===== config.mk =====
export PLATFORM = sky130hd
export DESIGN_NAME = ans_tx_bpsk
export DESIGN_NICKNAME = d
export VERILOG_FILES = /design/src/rtl/ans_tx_pkg.sv /design/src/rtl/ans_tx_subcarrier.sv /design/src/rtl/ans_tx_bytebuf.sv /design/src/rtl/ans_tx_seq.sv /design/src/rtl/ans_tx_bpsk.sv
export SDC_FILE = /design/constraint.sdc
export NUM_CORES = 1
export LEC_CHECK = 0
export ABC_AREA = 1
export BUFFER_PORTS_ARGS = -buffer_cell sky130_fd_sc_hd__buf_2
export CAP_MARGIN = 10
export CORE_ASPECT_RATIO = 1.4
export CORE_MARGIN = 3
export CORE_UTILIZATION = 40
export CTS_CLUSTER_DIAMETER = 100
export DETAILED_ROUTE_END_ITERATION = 7
export HOLD_SLACK_MARGIN = 0.03
export PLACE_DENSITY = 0.52
export REMOVE_ABC_BUFFERS = 1
export SLEW_MARGIN = 20
export SYNTH_ARGS = -nofsm -noshare
export SYNTH_HDL_FRONTEND = slang
export SYNTH_SLANG_ARGS = --single-unit
export TNS_END_PERCENT = 50

===== constraint.sdc =====
create_clock -name clk -period 2.6 [get_ports clk]
set_clock_uncertainty 0.1 [all_clocks]
set_input_delay 0.13 -clock clk [delete_from_list [all_inputs] [get_ports clk]]
set_output_delay 0.13 -clock clk [all_outputs]
set_load 0.02 [all_outputs]

===== src/rtl/ans_tx_pkg.sv =====
package ans_tx_pkg;

    typedef enum logic [1:0] {
        ST_IDLE,
        ST_GUARD,
        ST_SYNC,
        ST_BITS
    } tx_state_e;

    typedef enum logic [2:0] {
        EL_SOF,
        EL_CHAR,
        EL_CRCL,
        EL_CRCH,
        EL_EOF
    } tx_elem_e;

    typedef struct packed {
        logic [7:0] data;
        logic       last;
    } tx_byte_t;

    localparam int CHAR_LEN = 10;
    localparam int MARK_LEN = 12;
    localparam int SHIFT_W  = 12;

    // bit 0 leaves first: ten zeros, then two ones
    localparam logic [SHIFT_W-1:0] MARK_PATTERN = 12'b1100_0000_0000;

    localparam logic [15:0] CRC_SEED = 16'hFFFF;
    localparam logic [15:0] CRC_POLY = 16'h8408;

    function automatic logic [SHIFT_W-1:0] char_pattern(input logic [7:0] b);
        return {2'b00, 1'b1, b, 1'b0};
    endfunction

    function automatic logic [15:0] crc_step(input logic [15:0] c, input logic [7:0] b);
        logic [15:0] r;
        r = c ^ {8'h00, b};
        for (int i = 0; i < 8; i++) begin
            r = r[0] ? ((r >> 1) ^ CRC_POLY) : (r >> 1);
        end
        return r;
    endfunction

endpackage


===== src/rtl/ans_tx_subcarrier.sv =====
module ans_tx_subcarrier #(
    parameter int SC_DIV = 16
) (
    input  logic clk,
    input  logic rst,
    input  logic run,
    output logic sc_tick,
    output logic sc_wave
);
    localparam int DIV_W = $clog2(SC_DIV);
    localparam logic [DIV_W-1:0] DIV_LAST = DIV_W'(SC_DIV - 1);
    localparam logic [DIV_W-1:0] DIV_HALF = DIV_W'(SC_DIV / 2);

    logic [DIV_W-1:0] div;

    always_ff @(posedge clk) begin
        if (rst || !run) begin
            div <= '0;
        end else if (div == DIV_LAST) begin
            div <= '0;
        end else begin
            div <= div + 1'b1;
        end
    end

    assign sc_tick = run && (div == DIV_LAST);
    assign sc_wave = (div < DIV_HALF);

endmodule


===== src/rtl/ans_tx_bytebuf.sv =====
module ans_tx_bytebuf
    import ans_tx_pkg::*;
(
    input  logic       clk,
    input  logic       rst,
    input  logic       open_i,
    input  logic       close_i,
    input  logic       take_i,
    input  logic       in_valid,
    input  logic [7:0] in_data,
    input  logic       in_last,
    output logic       in_ready,
    output logic       avail,
    output logic [7:0] head_data
);
    logic     field_open;
    logic     full;
    tx_byte_t held;
    logic     accept;

    assign in_ready  = field_open && !full;
    assign accept    = in_valid && in_ready;
    assign avail     = full || accept;
    assign head_data = full ? held.data : in_data;

    always_ff @(posedge clk) begin
        if (rst) begin
            field_open <= 1'b0;
        end else if (close_i) begin
            field_open <= 1'b0;
        end else if (open_i) begin
            field_open <= 1'b1;
        end else if (accept && in_last) begin
            field_open <= 1'b0;
        end
    end

    always_ff @(posedge clk) begin
        if (rst) begin
            full <= 1'b0;
            held <= '0;
        end else if (accept && !take_i) begin
            full <= 1'b1;
            held <= '{data: in_data, last: in_last};
        end else if (take_i) begin
            full <= 1'b0;
        end
    end

endmodule


===== src/rtl/ans_tx_seq.sv =====
module ans_tx_seq
    import ans_tx_pkg::*;
#(
    parameter int GUARD_SC = 128,
    parameter int SYNC_SC  = 128,
    parameter int ETU_SC   = 8
) (
    input  logic       clk,
    input  logic       rst,
    input  logic       start,
    input  logic       sc_tick,
    input  logic       avail,
    input  logic [7:0] head_data,
    output logic       busy,
    output logic       active,
    output logic       level,
    output logic       take,
    output logic       close,
    output logic       frame_start,
    output tx_state_e  state
);
    localparam int MAX_SC = (GUARD_SC > SYNC_SC) ?
                            ((GUARD_SC > ETU_SC) ? GUARD_SC : ETU_SC) :
                            ((SYNC_SC > ETU_SC) ? SYNC_SC : ETU_SC);
    localparam int CNT_W  = $clog2(MAX_SC + 1);

    logic [CNT_W-1:0]   sc_cnt;
    logic [SHIFT_W-1:0] shreg;
    logic [3:0]         bits_left;
    tx_elem_e           elem;
    logic [15:0]        crc;
    logic               bit_end;
    logic               elem_end;
    logic               data_slot;

    assign bit_end     = (state == ST_BITS) && sc_tick && (sc_cnt == CNT_W'(ETU_SC - 1));
    assign elem_end    = bit_end && (bits_left == 4'd1);
    assign data_slot   = (elem == EL_SOF) || (elem == EL_CHAR);
    assign take        = elem_end && data_slot && avail;
    assign close       = elem_end && data_slot && !avail;
    assign frame_start = (state == ST_IDLE) && start;
    assign busy        = (state != ST_IDLE);
    assign active      = (state == ST_SYNC) || (state == ST_BITS);
    assign level       = (state == ST_BITS) ? shreg[0] : 1'b1;

    always_ff @(posedge clk) begin
        if (rst) begin
            state     <= ST_IDLE;
            sc_cnt    <= '0;
            shreg     <= '0;
            bits_left <= '0;
            elem      <= EL_SOF;
            crc       <= CRC_SEED;
        end else begin
            unique case (state)
                ST_IDLE: begin
                    if (start) begin
                        state  <= ST_GUARD;
                        sc_cnt <= '0;
                        crc    <= CRC_SEED;
                    end
                end
                ST_GUARD: begin
                    if (sc_tick) begin
                        if (sc_cnt == CNT_W'(GUARD_SC - 1)) begin
                            state  <= ST_SYNC;
                            sc_cnt <= '0;
                        end else begin
                            sc_cnt <= sc_cnt + 1'b1;
                        end
                    end
                end
                ST_SYNC: begin
                    if (sc_tick) begin
                        if (sc_cnt == CNT_W'(SYNC_SC - 1)) begin
                            state     <= ST_BITS;
                            sc_cnt    <= '0;
                            shreg     <= MARK_PATTERN;
                            bits_left <= 4'(MARK_LEN);
                            elem      <= EL_SOF;
                        end else begin
                            sc_cnt <= sc_cnt + 1'b1;
                        end
                    end
                end
                ST_BITS: begin
                    if (sc_tick) begin
                        if (sc_cnt == CNT_W'(ETU_SC - 1)) begin
                            sc_cnt <= '0;
                            if (bits_left == 4'd1) begin
                                unique case (elem)
                                    EL_SOF, EL_CHAR: begin
                                        bits_left <= 4'(CHAR_LEN);
                                        if (avail) begin
                                            shreg <= char_pattern(head_data);
                                            crc   <= crc_step(crc, head_data);
                                            elem  <= EL_CHAR;
                                        end else begin
                                            shreg <= char_pattern(~crc[7:0]);
                                            elem  <= EL_CRCL;
                                        end
                                    end
                                    EL_CRCL: begin
                                        shreg     <= char_pattern(~crc[15:8]);
                                        bits_left <= 4'(CHAR_LEN);
                                        elem      <= EL_CRCH;
                                    end
                                    EL_CRCH: begin
                                        shreg     <= MARK_PATTERN;
                                        bits_left <= 4'(MARK_LEN);
                                        elem      <= EL_EOF;
                                    end
                                    default: begin
                                        state <= ST_IDLE;
                                    end
                                endcase
                            end else begin
                                shreg     <= shreg >> 1;
                                bits_left <= bits_left - 1'b1;
                            end
                        end else begin
                            sc_cnt <= sc_cnt + 1'b1;
                        end
                    end
                end
                default: state <= ST_IDLE;
            endcase
        end
    end

endmodule


===== src/rtl/ans_tx_bpsk.sv =====
module ans_tx_bpsk
    import ans_tx_pkg::*;
#(
    parameter int SC_DIV   = 16,
    parameter int ETU_SC   = 8,
    parameter int GUARD_SC = 128,
    parameter int SYNC_SC  = 128
) (
    input  logic       clk,
    input  logic       rst,
    input  logic       start,
    input  logic       in_valid,
    input  logic [7:0] in_data,
    input  logic       in_last,
    output logic       in_ready,
    output logic       busy,
    output logic       mod_out
);
    logic       sc_tick;
    logic       sc_wave;
    logic       avail;
    logic [7:0] head_data;
    logic       active;
    logic       level;
    logic       take;
    logic       close;
    logic       frame_start;
    tx_state_e  seq_state;

    ans_tx_subcarrier #(.SC_DIV(SC_DIV)) i_subcarrier (
        .clk     (clk),
        .rst     (rst),
        .run     (busy),
        .sc_tick (sc_tick),
        .sc_wave (sc_wave)
    );

    ans_tx_bytebuf i_bytebuf (
        .clk       (clk),
        .rst       (rst),
        .open_i    (frame_start),
        .close_i   (close),
        .take_i    (take),
        .in_valid  (in_valid),
        .in_data   (in_data),
        .in_last   (in_last),
        .in_ready  (in_ready),
        .avail     (avail),
        .head_data (head_data)
    );

    ans_tx_seq #(
        .GUARD_SC (GUARD_SC),
        .SYNC_SC  (SYNC_SC),
        .ETU_SC   (ETU_SC)
    ) i_seq (
        .clk         (clk),
        .rst         (rst),
        .start       (start),
        .sc_tick     (sc_tick),
        .avail       (avail),
        .head_data   (head_data),
        .busy        (busy),
        .active      (active),
        .level       (level),
        .take        (take),
        .close       (close),
        .frame_start (frame_start),
        .state       (seq_state)
    );

    // logic 0 inverts the subcarrier against the reference burst
    assign mod_out = active && (sc_wave ^ !level);

endmodule


==> key figures <==
Clocking
  – CTS tree: done
  – CTS root buffer: clkbuf_16
  – CTS clk-pin slew, worst paths: about 0.06 ns
  – CTS Buffer Depth: 2
  – TritonCTS Buffers: 9
  – Worst-Skew Late Latency: 0.33 ns
  – H-tree depth: 3
  – Post_cts resized: 0
  – CTS Sinks: 59

Timing
  – Min cycle time layout: between 2 and 2.5 ns
  – PnR worst setup slack: between 0.4 and 0.5 ns
  – Slew margin rel.: 59.32%
  – Max-slew violations: 0
  – Fin crit share: around 80%
  – Slew @ Worst Pin: 0.6095 ns
  – RSZ-0062 raised after global routing: false
  – Setup TNS Final: 0 ns
  – Hold Vio Cnt, Final: 0
  – Max Clock Freq: ~470 MHz
  – Setup violators final: 0

Power and ir drop
  – Pwr dens: 1079 nW/µm²
  – Tot Pwr: 0.004678 W
  – Peak VDD IR: 0.0005067 V
  – Leak: about 2.1 nW

Run status
  – Status: complete, no violations

Routing
  – Iter 0 DRT Violations: ~180
  – Via count: 3,697
  – Routed Antenna Nets: 0
  – WL/cell: 13.33 µm
  – Residual DRC: 0
  – Post-Route WL: slightly below 10,000 µm
  – Initial DRT Pass Iterations: 5
  – Vias/cell: 5.057

Setup path
  – Req. time, crit path: approximately 2.7 ns
  – Worst r2r src: i_seq.state[0]
  – CP Max Fanout: 7
  – Worst r2r dst: i_seq.crc[10]
  – CP Launch Type: register
  – Critical path arrival: 2.24 ns
  – R2R Setup Slk: 0.47 ns
  – R2R depth: 10
  – Kind of critical path: register to register
  – Crit. End Element: register

Final layout
  – # fillers: 963
  – Fraction of layout cells with a size suffix above 1: 13.62%
  – Fin nets: 641
  – Area Overhead vs Synth: 16.32%
  – Fin util: 48.00%
  – Ant. Diodes: 0

Global route
  – Vias in the first global route: 3,606
  – First-pass GRT wire length: 16,510 µm
  – Largest net degree at the start of global routing: 25
  – Antenna violations before repair: 0
  – Gr ovfl total: 0
  – GRT Overall Usage: 19.87%

Floorplanning
  – Core area: 9029 µm²
  – Die X: between 80 and 90 µm
  – Initial Util: 41.27%
  – DIE AREA: about 11,000 µm²
  – # IOs: 16
  – Die height: 120.2 µm
  – Row cnt: 41

Synthesis
  – Sequential share of the synthesized area: 31.70%
  – Netlist cell types: 41
  – Yosys top cell by area: dfxtp_1
  – Post-Syn Area per Cell: 6.358 µm²
  – Post-synth top area share: 31.70%
  – Synth area leaders: dfxtp_1 32%, nand2_1 22%, nand3_1 9.3%
  – Post-Syn Instances: 586
  – FF+latch count, synth: 59
  – Synth warn: 0
  – Synth Cell Area: 3726 µm²

Placement
  – Placer Congestion: 0.8464
  – Dpl ws: 0.5047 ns
  – Port buffer count: 15
  – DP HPWL: 7268 µm

Min path
  – Hold EP: i_bytebuf.field_open
  – Hold path cells: 6
  – Worst min path class: input port to register
  – Hold_sp: in_last

Flow run
  – Max capacitance violation total: 0
## metal layers
layer  share of wire, %  GRT usage, %  vias to the layer above  wire, µm
met5                  0             0                        -         0
met4                3.2         9.789                        0       316
met3                2.4         3.272                       20       232
met2                 52         34.72                       58      5065
met1                 42         22.87                     1673      4126
li1                   -             -                     1946         -
## worst max path at each step
stage	startpoint	to	depth (start not counted)
finish	i_seq.state[0]	i_seq.crc[10]	10
global route	i_seq.state[0]	i_seq.crc[2]	10
CTS	i_seq.state[0]	mod_out	5
detailed placement	i_seq.state[0]	i_seq.shreg[2]	12
global placement	i_seq.state[0]	i_seq.crc[11]	8
floorplan	i_seq.state[0]	mod_out	4
## critical path: stages (launching register included)
cell and delay [ns]:
dfxtp_1 0.38, inv_1 0.10, ha_1 0.24, inv_2 0.10, nand4_4 0.13, nor2_1 0.12
nand4_1 0.08, nor2_1 0.47, nand3_1 0.15, nand2_1 0.09, nand2_1 0.05
## timing repair
action,4_1_cts,5_1_grt
hold buffers,8,0
buffers inserted,0,0
hold endpoints to repair,8,0
## cells in the final DEF (no fill, tap or decap), drive strengths merged
| cell type | synthesis | routed |
|---|---|---|
| a21oi | 26 | 26 |
| a22oi | 1 | 1 |
| a31oi | 1 | 1 |
| and3 | 1 | 1 |
| buf | 7 | 25 |
| bufinv | 0 | 2 |
| clkbuf | 4 | 10 |
| clkinv | 2 | 4 |
| clkinvlp | 0 | 2 |
| dfxtp | 59 | 59 |
| dlygate4sd3 | 0 | 8 |
| ha | 9 | 9 |
| inv | 58 | 58 |
| nand2 | 235 | 235 |
| nand3 | 72 | 72 |
| nand4 | 6 | 6 |
| nor2 | 62 | 62 |
| nor3 | 4 | 4 |
| nor3b | 1 | 1 |
| o211ai | 9 | 9 |
| o21ai | 22 | 22 |
| o21bai | 1 | 1 |
| o31ai | 1 | 1 |
| or2 | 3 | 3 |
| xnor2 | 1 | 1 |
| xor2 | 1 | 1 |
## layout make-up
class	instances	area, µm²	share of cell area, %
Multi-Input combinational cell	456	2232	51.50
Clock inverter	6	88.84	2.050
Clock buffer	10	239.0	5.514
Timing Repair Buffer	33	230.2	5.312
Sequential cell	59	1181	27.25
Tap cell	107	133.9	3.089
Inverter	60	229.0	5.283
## report_power, final
| part | total, W | switching [W] | internal [W] |
|---|---|---|---|
| logic | 0.00206 | 0.00136 | 0.000701 |
| registers | 0.00131 | 0.000171 | 0.00114 |
| clock network | 0.00131 | 0.000442 | 0.000864 |
| total | 0.00468 | 0.00197 | 0.00270 |
## sequential cells by signal (all words and copies together) (netlist names)
register	cells
i_seq.bits_left	4
i_bytebuf.full	1
i_seq.shreg	12
i_subcarrier.div	4
i_seq.state	2
i_bytebuf.held	8
i_seq.sc_cnt	8
i_seq.crc	16
i_seq.elem	3
i_bytebuf.field_open	1
## synth_stat cells (all sizes together)
cell,count
nor3,4
a21oi,26
nor2,62
and3,1
nor3b,1
xnor2,1
dfxtp,59
o21bai,1
a22oi,1
nand2,235
or2,3
clkinv,2
nand4,6
o21ai,22
a31oi,1
o211ai,9
o31ai,1
inv,58
clkbuf,4
buf,7
ha,9
nand3,72
xor2,1
## logic make-up (layout without fill, tap and decap cells)
group                      after synthesis  after routing  synth area share [%]
and+or+nand+nor                        384            384                 46.78
adders and majority gates                9              9                 3.022
DFF                                     59             59                 31.70
xor gates and xnor gates                 2              2                0.4702
buffers and inverters                   71            109                 8.395
AOI/OAI and AO/OA                       61             61                 9.637
## stage by stage
step | hold slack, ns | std cells | instance area, µm²
final | 0.1177 | 731 | 4334
after global routing | 0.1595 | 731 | 4334
after CTS | 0.1212 | 731 | 4334
after detailed placement | 0.3229 | 707 | 3926
after global placement | 0.3162 | 707 | 3926
after floorplan | 0.09244 | 575 | 3642
Note: power is estimated with default switching activity, not from simulation.
